$ cat src/rtl/ctx_pkg.sv
package ctx_pkg;
  localparam int CAUSE_W     = 5;
  localparam int MASK_LO     = 4;
  localparam int MASK_HI     = 15;
  localparam int CAUSE_SOFT  = 16;
  localparam int CAUSE_UNDEF = 17;
  localparam int CAUSE_NMI   = 18;

  typedef enum logic [1:0] {
    CLS_NONE = 2'd0,
    CLS_FAST = 2'd1,
    CLS_NMI  = 2'd2
  } ctx_class_e;
endpackage

$ cat src/rtl/ctx_cause_decode.sv
module ctx_cause_decode
  import ctx_pkg::*;
(
  input  logic [CAUSE_W-1:0] cause,
  output ctx_class_e         cls
);
  always_comb begin
    cls = CLS_NONE;
    if ((int'(cause) >= MASK_LO && int'(cause) <= MASK_HI) ||
        int'(cause) == CAUSE_SOFT || int'(cause) == CAUSE_UNDEF)
      cls = CLS_FAST;
    else if (int'(cause) == CAUSE_NMI)
      cls = CLS_NMI;
  end
endmodule

$ cat src/rtl/ctx_shadow_bank.sv
module ctx_shadow_bank #(
  parameter int W = 32,
  parameter int N = 8
) (
  input  logic         clk,
  input  logic         rst,
  input  logic         save_fast,
  input  logic         save_nmi,
  input  logic [N*W-1:0] live_gpr,
  input  logic [W-1:0] live_csr,
  output logic [N*W-1:0] sh_gpr,
  output logic [W-1:0] sh_csr,
  output logic [W-1:0] nmi_csr
);
  always_ff @(posedge clk) begin
    if (rst) begin
      sh_gpr  <= '0;
      sh_csr  <= '0;
      nmi_csr <= '0;
    end else begin
      if (save_fast) begin
        sh_gpr <= live_gpr;
        sh_csr <= live_csr;
      end
      if (save_nmi) nmi_csr <= live_csr;
    end
  end

  assert_nmi_keeps_fast_R3: assert property (@(posedge clk) disable iff (rst)
    (save_nmi && !save_fast) |=> (sh_gpr == $past(sh_gpr) && sh_csr == $past(sh_csr)));
  assert_exclusive_save_R2: assert property (@(posedge clk) disable iff (rst)
    $onehot0({save_fast, save_nmi}));
endmodule

$ cat src/rtl/ctx_arch_regs.sv
module ctx_arch_regs #(
  parameter int W = 32,
  parameter int N = 8,
  localparam int AW = $clog2(N)
) (
  input  logic         clk,
  input  logic         rst,
  input  logic         wr_en,
  input  logic [AW-1:0] wr_addr,
  input  logic [W-1:0] wr_data,
  input  logic         csr_we,
  input  logic [W-1:0] csr_wdata,
  input  logic         ld_all,
  input  logic         ld_csr,
  input  logic [N*W-1:0] sh_gpr,
  input  logic [W-1:0] sh_csr,
  input  logic [W-1:0] nmi_csr,
  output logic [N*W-1:0] gpr_flat,
  output logic [W-1:0] csr_q
);
  logic [W-1:0] rf [N];

  always_ff @(posedge clk) begin
    if (rst) begin
      for (int i = 0; i < N; i++) rf[i] <= '0;
      csr_q <= '0;
    end else if (ld_all) begin
      for (int i = 0; i < N; i++) rf[i] <= sh_gpr[i*W +: W];
      csr_q <= sh_csr;
    end else begin
      if (wr_en) rf[wr_addr] <= wr_data;
      if (ld_csr) csr_q <= nmi_csr;
      else if (csr_we) csr_q <= csr_wdata;
    end
  end

  for (genvar g = 0; g < N; g++) begin : g_flat
    assign gpr_flat[g*W +: W] = rf[g];
  end

  assert_nmi_ret_csr_R6: assert property (@(posedge clk) disable iff (rst)
    (ld_csr && !ld_all) |=> csr_q == $past(nmi_csr));
endmodule

$ cat src/rtl/ctx_shadow_ctrl.sv
module ctx_shadow_ctrl
  import ctx_pkg::*;
#(
  parameter int W = 32,
  parameter int N = 8,
  localparam int AW = $clog2(N)
) (
  input  logic           clk,
  input  logic           rst,
  input  logic           wr_en,
  input  logic [AW-1:0]  wr_addr,
  input  logic [W-1:0]   wr_data,
  input  logic           csr_we,
  input  logic [W-1:0]   csr_wdata,
  input  logic           irq_take,
  input  logic [CAUSE_W-1:0] irq_cause,
  input  logic           ret_fast,
  input  logic           ret_nmi,
  output logic [N*W-1:0] gpr_flat,
  output logic [W-1:0]   csr_q,
  output logic           save_done,
  output logic           restore_done
);
  ctx_class_e cls;
  logic entry_ok, save_fast, save_nmi, ld_all, ld_csr;
  logic [N*W-1:0] sh_gpr;
  logic [W-1:0] sh_csr, nmi_csr;

  ctx_cause_decode u_dec (.cause(irq_cause), .cls(cls));

  assign save_fast = irq_take && (cls == CLS_FAST);
  assign save_nmi  = irq_take && (cls == CLS_NMI);
  assign entry_ok  = save_fast || save_nmi;
  assign ld_all    = ret_fast && !entry_ok;
  assign ld_csr    = ret_nmi && !ret_fast && !entry_ok;

  ctx_shadow_bank #(.W(W), .N(N)) u_bank (
    .clk(clk), .rst(rst), .save_fast(save_fast), .save_nmi(save_nmi),
    .live_gpr(gpr_flat), .live_csr(csr_q),
    .sh_gpr(sh_gpr), .sh_csr(sh_csr), .nmi_csr(nmi_csr)
  );

  ctx_arch_regs #(.W(W), .N(N)) u_regs (
    .clk(clk), .rst(rst), .wr_en(wr_en), .wr_addr(wr_addr), .wr_data(wr_data),
    .csr_we(csr_we), .csr_wdata(csr_wdata), .ld_all(ld_all), .ld_csr(ld_csr),
    .sh_gpr(sh_gpr), .sh_csr(sh_csr), .nmi_csr(nmi_csr),
    .gpr_flat(gpr_flat), .csr_q(csr_q)
  );

  always_ff @(posedge clk) begin
    if (rst) begin
      save_done    <= 1'b0;
      restore_done <= 1'b0;
    end else begin
      save_done    <= entry_ok;
      restore_done <= ld_all || ld_csr;
    end
  end

  assert_save_pulse_R2: assert property (@(posedge clk) disable iff (rst)
    (irq_take && (cls != CLS_NONE)) |=> save_done);
  assert_ignored_cause_R4: assert property (@(posedge clk) disable iff (rst)
    (!irq_take || cls == CLS_NONE) |=> !save_done);
  assert_fast_restore_R5: assert property (@(posedge clk) disable iff (rst)
    (ret_fast && !irq_take) |=> (restore_done && csr_q == $past(sh_csr) && gpr_flat == $past(sh_gpr)));
  assert_restore_wins_R7: assert property (@(posedge clk) disable iff (rst)
    (ret_fast && wr_en && !irq_take) |=> gpr_flat == $past(sh_gpr));
  assert_entry_blocks_ret_R10: assert property (@(posedge clk) disable iff (rst)
    (entry_ok && (ret_fast || ret_nmi)) |=> !restore_done);
endmodule

$ cat config.mk
export PLATFORM = sky130hd
export DESIGN_NAME = ctx_shadow_ctrl
export DESIGN_NICKNAME = d
export VERILOG_FILES = /design/src/rtl/ctx_pkg.sv /design/src/rtl/ctx_cause_decode.sv /design/src/rtl/ctx_shadow_bank.sv /design/src/rtl/ctx_arch_regs.sv /design/src/rtl/ctx_shadow_ctrl.sv
export SDC_FILE = /design/constraint.sdc
export NUM_CORES = 1
export LEC_CHECK = 0
export BUFFER_PORTS_ARGS = -buffer_cell sky130_fd_sc_hd__clkbuf_2
export CELL_PAD_IN_SITES_DETAIL_PLACEMENT = 1
export CELL_PAD_IN_SITES_GLOBAL_PLACEMENT = 1
export CORE_ASPECT_RATIO = 0.9
export CORE_MARGIN = 5
export CORE_UTILIZATION = 35
export DETAILED_ROUTE_END_ITERATION = 16
export PLACE_DENSITY = 0.66
export SETUP_SLACK_MARGIN = 0.5
export SYNTH_ARGS = -nofsm -noshare
export SYNTH_HDL_FRONTEND = slang
export SYNTH_HIERARCHICAL = 1
export SYNTH_SLANG_ARGS = --single-unit
export TNS_END_PERCENT = 100
$ cat constraint.sdc
create_clock -name clk -period 4.8 [get_ports clk]
set_clock_uncertainty 0.2 [all_clocks]
set_input_delay 0.24 -clock clk [delete_from_list [all_inputs] [get_ports clk]]
set_output_delay 0.24 -clock clk [all_outputs]
set_load 0.01 [all_outputs]
Word-level counts from Yosys, hierarchy flattened
Memory sizes are Yosys's and may differ from the RTL's.
Cells that the tools add are included.

word-level totals
  memory bits (writable) = 256
  logic and storage cells = 61
  bits in registers = 354
  memories = 1
  output and inout bits = 290

memories
  name       words  width  read ports  clocked after Yosys merged registers in  write ports  RTL line             text
  u_regs.rf  8      32     8           0                                        8            ctx_arch_regs.sv:21  logic [W-1:0] rf [N];

operators by class
  reductions and logical operators = 14
  $lt $le $gt $ge = 2
  equality and inequality tests = 5
  bitwise logic cells = 8
  mux-type cells = 25

operators with widths
  operator              count
  $mux W32              12
  $reduce_or A32 Y1     1
  $eq A5 B5 Y1 const B  3
  $mux W1               10
  $or A1 B1 Y1          8
  $logic_and A1 B1 Y1   6
  $ge A5 B3 Y1 const B  1
  $le A5 B4 Y1 const B  1
  $logic_or A1 B1 Y1    4
  $mux W2               2
  $mux W3               1
  $reduce_bool A3 Y1    1
  $eq A2 B1 Y1 const B  1
  $eq A2 B2 Y1 const B  1
  $logic_not A1 Y1      2

Logic depth before layout (Yosys ltp)
Gate-level depths: netlist of run 1.

  word-level depth = 15
  depth in mapped cells = 9
  gate-level depth less buffers = 7

By module
The synthesis of run 1 kept the hierarchy.

modules (own cells, without submodules)
  module            instances  area each (µm²)  cells an instance  sequential area each (µm²)
  ctx_arch_regs     1          12776.0          872                8328.0
  ctx_shadow_bank   1          11325.9          1032               6406.1
  ctx_shadow_ctrl   1          105.1            12                 40.0
  ctx_cause_decode  1          28.8             4                  0.0

Worst setup path after synthesis of run 1
No wires, ideal clock.

  path type = in2reg
  start point = input port irq_cause[3]
  end point = memory u_regs.rf[4][0] (enable)
  path buffers = 1
  setup time = 0.394 ns
  arrival time = 3.175 ns
  stages = 8
  required time = 4.206 ns
  path slack = 1.031 ns
  cells stage by stage = or4b_1 -> o21ai_0 -> xor2_1 -> a21boi_0 -> or4b_1 -> buf_4 -> nor3b_4 -> nand2b_1

RTL lines
  what             RTL line               text
  start, declared  ctx_shadow_ctrl.sv:16  input logic [CAUSE_W-1:0] irq_cause,
  end, declared    ctx_arch_regs.sv:21

Worst setup path after layout of run 1
  start point = input port irq_cause[3]
  end point = register u_regs.csr_q[17]

between the ends
  cells in the longest elaborated chain, start to end = 12
  elaborated cells on any way between the ends = 21

RTL lines
  what                                                 RTL line                                      text
  $ge A5 B3 Y1 / $le A5 B4 Y1 (equally long branches)  ctx_cause_decode.sv:9                         if ((int'(cause) >= MASK_LO && int'(cause) <= MASK_HI) ||
  $logic_and A1 B1 Y1                                  ctx_cause_decode.sv:9
  $logic_or A1 B1 Y1                                   ctx_cause_decode.sv:9
  $logic_or A1 B1 Y1 *                                 ctx_cause_decode.sv:10                        int'(cause) == CAUSE_SOFT || int'(cause) == CAUSE_UNDEF)
  $mux W2 *                                            ctx_cause_decode.sv:9
  named net cls[0]                                     ctx_shadow_ctrl.sv:24                         ctx_class_e cls;
  $eq A2 B1 Y1 / $eq A2 B2 Y1 (equally long branches)  ctx_shadow_ctrl.sv:31, ctx_shadow_ctrl.sv:32
  $logic_and A1 B1 Y1, on equally long branches        ctx_shadow_ctrl.sv:31, ctx_shadow_ctrl.sv:32
  $logic_or A1 B1 Y1 *                                 ctx_shadow_ctrl.sv:33                         assign entry_ok = save_fast || save_nmi;
  $logic_not A1 Y1 *                                   ctx_shadow_ctrl.sv:35                         assign ld_csr = ret_nmi && !ret_fast && !entry_ok;
  $logic_and A1 B1 Y1 *                                ctx_shadow_ctrl.sv:35
  named net ld_csr                                     ctx_shadow_ctrl.sv:25                         logic entry_ok, save_fast, save_nmi, ld_all, ld_csr;
  $mux W32                                             ctx_arch_regs.sv:32                           if (ld_csr) csr_q <= nmi_csr;
  $mux W32                                             ctx_arch_regs.sv:27                           end else if (ld_all) begin
  end signal, assigned                                 ctx_arch_regs.sv:29                           csr_q <= sh_csr;
  end signal, assigned                                 ctx_arch_regs.sv:32
  end signal, assigned                                 ctx_arch_regs.sv:33                           else if (csr_we) csr_q <= csr_wdata;
  end, declared                                        ctx_arch_regs.sv:19                           output logic [W-1:0] csr_q

Mark *: on every way through the listed nets, which the timed path passes. The rest lies on a longest branch.
A chain may end at the register's enable or synchronous reset.

==> results of run 1 <==
[kinds of logic after synthesis]
family                    after synthesis  share of synthesized area [%]
and+or+nand+nor                       446                           8.75
xor gates and xnor gates                1                         0.0361
muxes                                 416                           17.5
AOI/OAI and AO/OA                     261                           8.55
DFF                                   610                           61.0
buffers and inverters                 186                           4.19
[power groups by stage]
stage / Combinational (uW) / Sequential (uW) / Clock (uW)
floorplan: 502 / 5950 / 0
global placement: 1030 / 5910 / 0
detailed placement: 1050 / 5930 / 0
CTS: 1080 / 5820 / 5450
global route: 1130 / 5840 / 5660
finish: 1070 / 5820 / 5320
[sequential cells by signal, indices dropped and copies added, names as in the netlist]
signal and cells:
restore_done 1, save_done 1, u_bank/nmi_csr 32, u_bank/sh_csr 32
u_bank/sh_gpr 256, u_regs/csr_q 32, u_regs/rf 256
[layout make-up]
class,count,area (um2)
timing repair buffer,445,2640
clock inverter,27,315
clock buffer,98,1960
tap,930,1160
fill,7235,39200
sequential,610,14800
multi-input combinational,1124,8510
antenna,3,7.51
[metrics by stage]
stage / util, % / power [uW]
after floorplan: - / 6460
after global placement: 38.9 / 6940
after detailed placement: 38.9 / 6980
after CTS: 42.8 / 12400
after global routing: 42.8 / 12600
final: 42.8 / 12200
[path summary, 6_finish.rpt]
kind | end | slack (ns) | cells after the start
max | u_regs/csr_q[17] | 1.53 | 10
min | u_regs/rf[0][31] | 0.09 | 2
max reg2reg | u_regs/csr_q[2] | 3.06 | 4
min reg2reg | u_bank/sh_gpr[211] | 0.28 | 2
[routing by layer]
layer	up-vias	global-route usage [%]	wire, um
met2	481	34.5	38900
met5	-	0	35
met3	97	5.43	5750
li1	7589	-	-
met4	6	4.30	1540
met1	8610	27.9	35500
[worst register-to-register path, cell delays in order, from the launching register on]
cell and delay, ns:
dfxtp_1 0.38, nor4b_1 0.29, a21oi_1 0.08, o22ai_1 0.16, dlygate4sd3_1 0.58
[cells in the final DEF (no fill, tap or decap), types with 2 or more instances in the layout]
cell / n
a21oi_1: 32
a22o_1: 192
nor2b_1: 64
clkbuf_8: 8
o22ai_1: 32
buf_12: 8
clkbuf_16: 71
clkinv_2: 9
bufinv_16: 6
or4b_1: 2
nand2b_2: 6
mux2_2: 64
nor2_1: 322
edfxtp_1: 256
clkinv_8: 2
and3b_1: 2
dlygate4sd3_1: 42
clkbuf_2: 367
nor3b_4: 3
mux2i_1: 352
nand2_1: 3
buf_4: 27
clkbuf_1: 19
nor4b_1: 32
nand2b_1: 2
clkinv_1: 8
diode_2: 3
nor2_2: 2
dfxtp_1: 354
[what timing repair did]
| item | 4_1_cts | 5_1_grt |
|---|---|---|
| hold buffers | 42 | 0 |
| endpoints found under the hold margin | 86 | 0 |
| resized for setup | 0 | 0 |
==> results.yml, run 1 <==
power:
  sequential_group_share_of_total_power_pct: 47.7
  cellInternalPower_uw: 9190
  p_comb_share_pct: 8.7
  net_switching_power_uw: 3010
  power_density_cells_mw_per_mm2: 415
  clkPwrFrac_pct: 43.6
  static_leakage_uw: 0.0117
  worst_supply_voltage_drop_on_vdd_uv: 250
  switching_share_pct: 24.6
yosys:
  synth_area_per_cell_um2: 12.6
  synth.yosys.warnings: 6
  synth.most_common_cell: "dfxtp_1"
  syn_area_mm2: 0.0242
  synthTopCellsByArea: "edfxtp_1 (32%), dfxtp_1 (29%), mux2i_1 (15%)"
  synth.largest_area_cell: "edfxtp_1"
  synthArstFlopShare_pct: 0
  count_of_flip_flops_with_a_built_in_enable_after_synthesis: 256
  synthTopCellsByCount: "dfxtp_1 (354), mux2i_1 (352), nor2_1 (324)"
  yosysSeqAreaShare_pct: 61.0
  netlist_instances: 1920
  postSynthRegisterBits: 610
  synth_ff_type: "dfxtp_1"
  syn_nets: 1999
  post_synth_num_cell_types: 33
  yosysTopAreaCellShare_pct: 31.7
floorplan:
  initial_standard_cell_utilization_of_the_core_pct: 35.4
  i_o_pin_count: 369
  design.die.area_mm2: 0.0746
  die_height_um: 260
  die-width_um: 287
  core_mm2: 0.0685
  floorplan.rows: 91
worst_hold_path:
  min_from: "wr_data[31]"
  min-delay-path-class: "in2reg"
timing:
  fin_ws_ns: 1.53
  finalHoldWorstSlack_ns: 0.0911
  worstMarginPinSlew_ns: 1.15
  timing.slew.headroom_pct: 23.5
  finalHoldViolations: 0
  maxClockFrequency_mhz: 306
  setup_viol: 0
  period_share_pct: 68.1
  setup_total_negative_slack_ns: 0
  grt_setup_unrepaired: "false"
  min_period_ns: 3.27
  slew_violations: 0
placed_design:
  globalplace.congestion: 0.764
  detailed_place.area_mm2: 0.0267
  pre_cts_ws_ns: 0.908
  numPortBuffers: 368
  dp_hpwl_um: 50900
  place.detailed.instances: 3067
worst_setup_path:
  worstSetupStartpointType: "input port"
  cp.buffers_inverters: 3
  setup.worst_path.end_class: "flop"
  worstReg2RegStart: "u_regs/csr_q[2]"
  cp_top_family: "compound AO/OA/AOI/OAI gates"
  critical_path_s_slowest_cell: "a21oi_4"
  cp_max_fo: 42
  critical_path.max_stage_delay_ns: 0.85
  worst-endpoint-required_ns: 5.07
  cp-startpoint: "irq_cause[3]"
  timing.critical_path.cells: "clkbuf_2, or4b_1, o21ai_0, xor2_1, a21oi_4, buf_12, nor4b_1, a21oi_1, o22ai_1, dlygate4sd3_1"
  crit_arrival_ns: 3.53
  timing.setup.critical_path_class: "in2reg"
clocking:
  clk_pin_slew_worst_paths_ns: 0.06
  cts_tree: "done"
  clock_sinks: 610
  cts_root_buf: "clkbuf_16"
  cts-buffers-inserted: 69
  insertion_delay_ns: 0.59
  postCtsSetupBuffers: 0
  clock_tree.htree_level_count: 3
  cts-root-to-sink-buffers: 3
detailed_routing:
  route.detailed.wl_per_inst_um: 25.2
  wirelength_um: 81700
  via_per_inst: 5.18
  postRouteAntennaNets: 0
  detailroute.via_count: 16800
  drt-initial-drc-count: 1152
  post-route-drc-count: 0
  drt-pass1-iter-count: 5
grt:
  grt_pass1_vias: 17400
  grt_pass1_wl_um: 117000
  grt_overflow_total: 0
  grt_max_degree: 123
  grt.total_usage_pct: 20.9
  antenna_found_initial: 7
layout:
  final-instance-count-excl-fill: 3237
  final_design_area_no_fill_mm2: 0.0294
  final_layout_size_suffix_gt1_share_pct: 25.3
  layout.nets: 2329
  area_growth_syn_to_layout_pct: 21.2
run_status:
  outcome: "completed"
job:
  max_cap_viol_count: 0
Note: power is estimated with default switching activity, not from simulation.
==> run 2: changes to the inputs <==
- clock period: 4.8 -> 3.3 ns (I/O delays scaled with it)
==> run 2 against run 1 <==
Via count rose by 1.6%; count of clock-buffer cells in the layout grew 8; combinational power up 51%; setup slack got worse by 0.98 ns; global-route usage rose by 0.081 points; critical path depth is 2 lower; register-to-register slack got worse by 1.5 ns; first-iteration DRC count grew 13%; utilization up 0.45 points; sequential share of layout area shrank 0.52 points; critical path type unchanged.
==> results.yml, run 2 (synthesis results as in run 1) <==
layout:
  final_design_area_no_fill_mm2: 0.0297
  fin_util_pct: 43.3
  layout_commonest_cell: "clkbuf_2"
  multi_input_comb_area_mm2: 0.00856
  layout.nets: 2338
  area.sequential_mm2: 0.0148
  area_growth_syn_to_layout_pct: 22.4
  fill_cells: 7306
  layout_top_registers: "u_bank/sh_gpr (256), u_regs/rf (256)"
  layout.cells.most_common_list: "clkbuf_2 (367), dfxtp_1 (354), mux2i_1 (352)"
  final_layout_size_suffix_gt1_share_pct: 25.9
timing:
  slew_violations: 0
  min_period_ns: 2.75
  period_share_pct: 83.3
  finalHoldViolations: 0
  timing.slew.headroom_pct: 25.5
  worstMarginPinSlew_ns: 1.11
  setup_viol: 0
  grt_setup_unrepaired: "false"
  setup_total_negative_slack_ns: 0
  maxClockFrequency_mhz: 364
floorplan:
  design.die.area_mm2: 0.0746
  floorplan.rows: 91
  i_o_pin_count: 369
  die_height_um: 260
  initial_standard_cell_utilization_of_the_core_pct: 35.4
  die-width_um: 287
  core_mm2: 0.0685
detailed_routing:
  postRouteAntennaNets: 0
  via_per_inst: 5.25
  wirelength_um: 81600
  drt-initial-drc-count: 1296
  post-route-drc-count: 0
  drt-pass1-iter-count: 5
  detailroute.via_count: 17000
  route.detailed.wl_per_inst_um: 25.1
run_status:
  outcome: "completed"
grt:
  grt.total_usage_pct: 21.0
  antenna_found_initial: 8
  grt_max_degree: 178
  grt_pass1_vias: 17200
  grt_overflow_total: 0
  grt_pass1_wl_um: 118000
clocking:
  cts-root-to-sink-buffers: 3
  postCtsSetupBuffers: 0
  cts-buffers-inserted: 68
  clock_sinks: 610
  cts_root_buf: "clkbuf_16"
  insertion_delay_ns: 0.62
  clock_tree.htree_level_count: 3
  cts_tree: "done"
  clk_pin_slew_worst_paths_ns: 0.06
power:
  worst_supply_voltage_drop_on_vdd_uv: 338
  power_density_cells_mw_per_mm2: 592
  static_leakage_uw: 0.0118
worst_hold_path:
  min-delay-path-class: "in2reg"
worst_setup_path:
  worstSetupStartpointType: "input port"
  cp_max_fo: 85
  timing.reg2reg.setup_slack_ns: 1.52
  timing.setup.critical_path_class: "in2reg"
  crit_arrival_ns: 3.01
  setup.worst_path.end_class: "flop"
  worst-endpoint-required_ns: 3.56
placed_design:
  globalplace.congestion: 0.754
  dp_hpwl_um: 51200
  numPortBuffers: 368
  detailed_place.area_mm2: 0.0270
job:
  max_cap_viol_count: 0
run 2: changes by cell type in the layout (fill, tap and decap cells not counted), sizes merged:
cell,before,now
buf,36,47
clkbuf,465,473
clkinv,19,13
bufinv,6,2
diode,3,6
inv,1,3
clkinvlp,1,0
dlygate4sd3,42,41
run 2: path summary, 6_finish.rpt:
check / from / end / depth (start not counted)
hold / removal: wr_data[4] / u_regs/rf[5][4] / 2
setup / recovery: irq_cause[3] / u_regs/rf[0][26] / 8
hold reg to reg: u_bank/sh_gpr[199] / u_bank/sh_gpr[199] / 2
setup reg to reg: u_regs/csr_q[5] / u_regs/csr_q[5] / 4
run 2: report_power, final:
part	switching (uW)	internal (uW)
logic	1050	572
clock network	3150	4340
registers	219	8230
total	4420	13100
run 2: area by class of cell:
class                      instances  area share [%]
antenna                            6          0.0506
clock buffer                     106            6.69
clock inverter                    18           0.729
multi-input combinational       1124            28.8
sequential                       610            49.8
tap                              930            3.92
timing repair buffer             455            9.98
run 2: critical path: stages:
cell	delay, ns
clkbuf_2	0.09
or4b_1	0.53
o21ai_2	0.12
xor2_2	0.13
a21boi_4	0.24
nor2b_4	0.94
buf_12	0.40
a22o_1	0.25
run 2: through the flow:
stage                     power [uW]  hold slack, ns  cells  setup WS (ns)
after floorplan                 9400          0.0378   1920          0.275
after global placement         10100           0.264   3078         0.0137
after detailed placement       10200           0.269   3078        0.00855
after CTS                      17800         0.00263   3243          0.518
after global routing           18200         0.00843   3244          0.502
final                          17600          0.0361   3249          0.550
run 2: timing repair:
item,in CTS,in global routing
setup endpoints to repair,0,2
gates resized for setup,0,1
hold endpoints to repair,74,0
hold buffers,41,0
run 2: metal layers:
metal / up-vias / global-route usage, % / part of all wire, %
met5: - / 0 / 0.016
met1: 8783 / 29.1 / 45
met3: 122 / 5.19 / 6.5
met2: 506 / 32.6 / 45
met4: 2 / 6.30 / 3.2
li1: 7636 / - / -
==> run 3: changes to the inputs <==
- PLACE_DENSITY: 0.66 -> 0.69
- clock period: 3.3 -> 2.2 ns (I/O delays scaled with it)
==> run 3 against run 2 <==
The flow now finishes with violations (negative hold slack, negative setup slack); sequential share of layout area shrank 6.3 points; sequential cell count is the same; clock power up 52%; first-iteration DRC count up 17%; setup slack worse by 0.72 ns; combinational power rose by 110%; highest routed layer unchanged.
==> results.yml, run 3 (synthesis results as in run 1) <==
layout:
  layout.cells.most_common_list: "clkbuf_2 (366), dfxtp_1 (354), mux2i_1 (332)"
  final_layout_size_suffix_gt1_share_pct: 34.4
  area.sequential_mm2: 0.0148
  layout_commonest_cell: "clkbuf_2"
  layout.nets: 2525
  fill_cells: 7014
  layout_top_registers: "u_bank/sh_gpr (256), u_regs/rf (256)"
  multi_input_comb_area_mm2: 0.00924
  area_growth_syn_to_layout_pct: 40.1
clocking:
  cts_tree: "done"
  cts-root-to-sink-buffers: 3
  cts-buffers-inserted: 67
  clk_pin_slew_worst_paths_ns: 0.06
  clock_sinks: 610
  clock_tree.htree_level_count: 3
  cts_root_buf: "clkbuf_16"
  insertion_delay_ns: 0.60
floorplan:
  design.die.area_mm2: 0.0746
  initial_standard_cell_utilization_of_the_core_pct: 35.4
  die_height_um: 260
  i_o_pin_count: 369
  core_mm2: 0.0685
  floorplan.rows: 91
  die-width_um: 287
worst_setup_path:
  cp_max_fo: 9
  crit_arrival_ns: 2.49
  worstSetupStartpointType: "input port"
  setup.worst_path.end_class: "flop"
  timing.setup.critical_path_class: "in2reg"
  worstReg2RegStart: "u_bank/sh_gpr[236]"
  ff2ff_path_depth: 2
  worst-endpoint-required_ns: 2.32
  timing.reg2reg.setup_slack_ns: 0.96
  regToRegEndpoint: "u_regs/rf[7][12]"
run_status:
  violations: "negative hold slack, negative setup slack"
  outcome: "finished with violations"
job:
  max_cap_viol_count: 0
timing:
  worstMarginPinSlew_ns: 0.925
  grt_setup_unrepaired: "true"
  finalHoldWorstSlack_ns: -0.0433
  maxClockFrequency_mhz: 421
  min_period_ns: 2.37
  slew_violations: 0
  finalHoldViolations: 21
  setup_viol: 534
  period_share_pct: 108
  timing.slew.headroom_pct: 38.4
  fin_ws_ns: -0.174
placed_design:
  dp_hpwl_um: 54100
  pre_cts_ws_ns: -0.870
  globalplace.congestion: 0.817
  numPortBuffers: 368
detailed_routing:
  detailroute.via_count: 18100
  via_per_inst: 5.28
  post-route-drc-count: 0
  drt-pass1-iter-count: 7
  wirelength_um: 92700
  postRouteAntennaNets: 0
  drt-initial-drc-count: 1516
  route.detailed.wl_per_inst_um: 27.0
worst_hold_path:
  worst_hold_path_endpoint: "u_bank/sh_gpr[9]"
  min_from: "rst"
  hold-path-cell-count: 3
  min-delay-path-class: "in2reg"
grt:
  grt_pass1_vias: 18500
  grt_pass1_wl_um: 123000
  antenna_found_initial: 10
  grt.total_usage_pct: 21.9
  grt_overflow_total: 0
  grt_max_degree: 182
power:
  static_leakage_uw: 0.0136
  worst_supply_voltage_drop_on_vdd_uv: 497
  power_density_cells_mw_per_mm2: 810
==> run 3: how the worst max path moves through the flow <==
stage / start / to / cells past startpoint
5_1_grt: irq_cause[3] / u_regs/rf[1][4] / 10
6_report: irq_cause[3] / u_regs/rf[1][5] / 10
3_5_place_dp: irq_cause[3] / u_regs/rf[3][18] / 10
2_1_floorplan: irq_cause[3] / u_regs/rf[1][0] / 8
3_3_place_gp: irq_cause[3] / u_regs/rf[3][20] / 10
4_1_cts: irq_cause[3] / u_regs/rf[0][1] / 10
==> run 3: layout make-up <==
type                            instances  area share [%]
Sequential cell                       610            43.5
Timing Repair Buffer                  643            19.3
Clock buffer                           99            5.81
Tap cell                              930            3.43
Multi-Input combinational cell       1124            27.2
Antenna cell                            6          0.0442
Clock inverter                         24           0.708
==> run 3: critical path, stage by stage <==
cell and delay [ns]:
buf_6 0.09, or4b_4 0.54, o21ai_4 0.09, xor2_2 0.22
a21boi_4 0.12, or4b_4 0.54, buf_8 0.16, nor3b_4 0.20
nand2b_4 0.22, clkbuf_16 0.18
==> run 3: report_power, final <==
part | internal [uW] | total [uW] | switching, uW
logic | 1540 | 3380 | 1830
clock network | 6630 | 11400 | 4760
registers | 12300 | 12700 | 386
==> run 3: what timing repair did <==
action                                  in CTS  in global routing
gates resized for setup                     97                116
endpoints found under the hold margin      249                 27
hold buffers                                45                  3
gates cloned                                16                 53
pin swaps                                   22                 91
endpoints found under the setup margin     743                826
setup buffers                               30                 15
==> run 3: through the flow <==
| step | cells | util [%] | TNS, ns | total power [uW] | cell area, um2 |
|---|---|---|---|---|---|
| floorplan | 1920 | - | -253.04 | 14100 | 24500 |
| global placement | 3145 | 40.8 | -438.59 | 15400 | 28000 |
| detailed placement | 3145 | 40.8 | -449.49 | 15500 | 28000 |
| CTS | 3359 | 46.5 | -17.07 | 27200 | 31900 |
| global route | 3431 | 49.5 | -73.47 | 28300 | 33900 |
| finish | 3436 | 49.5 | -48.15 | 27500 | 33900 |
==> run 3: routing by layer <==
metal	GRT usage (%)	share of wire, %	wire length, um
met1	27.3	40	36800
met3	5.31	7.1	6610
met5	0	0.016	15
met4	7.24	3.0	2780
met2	37.6	50	46500
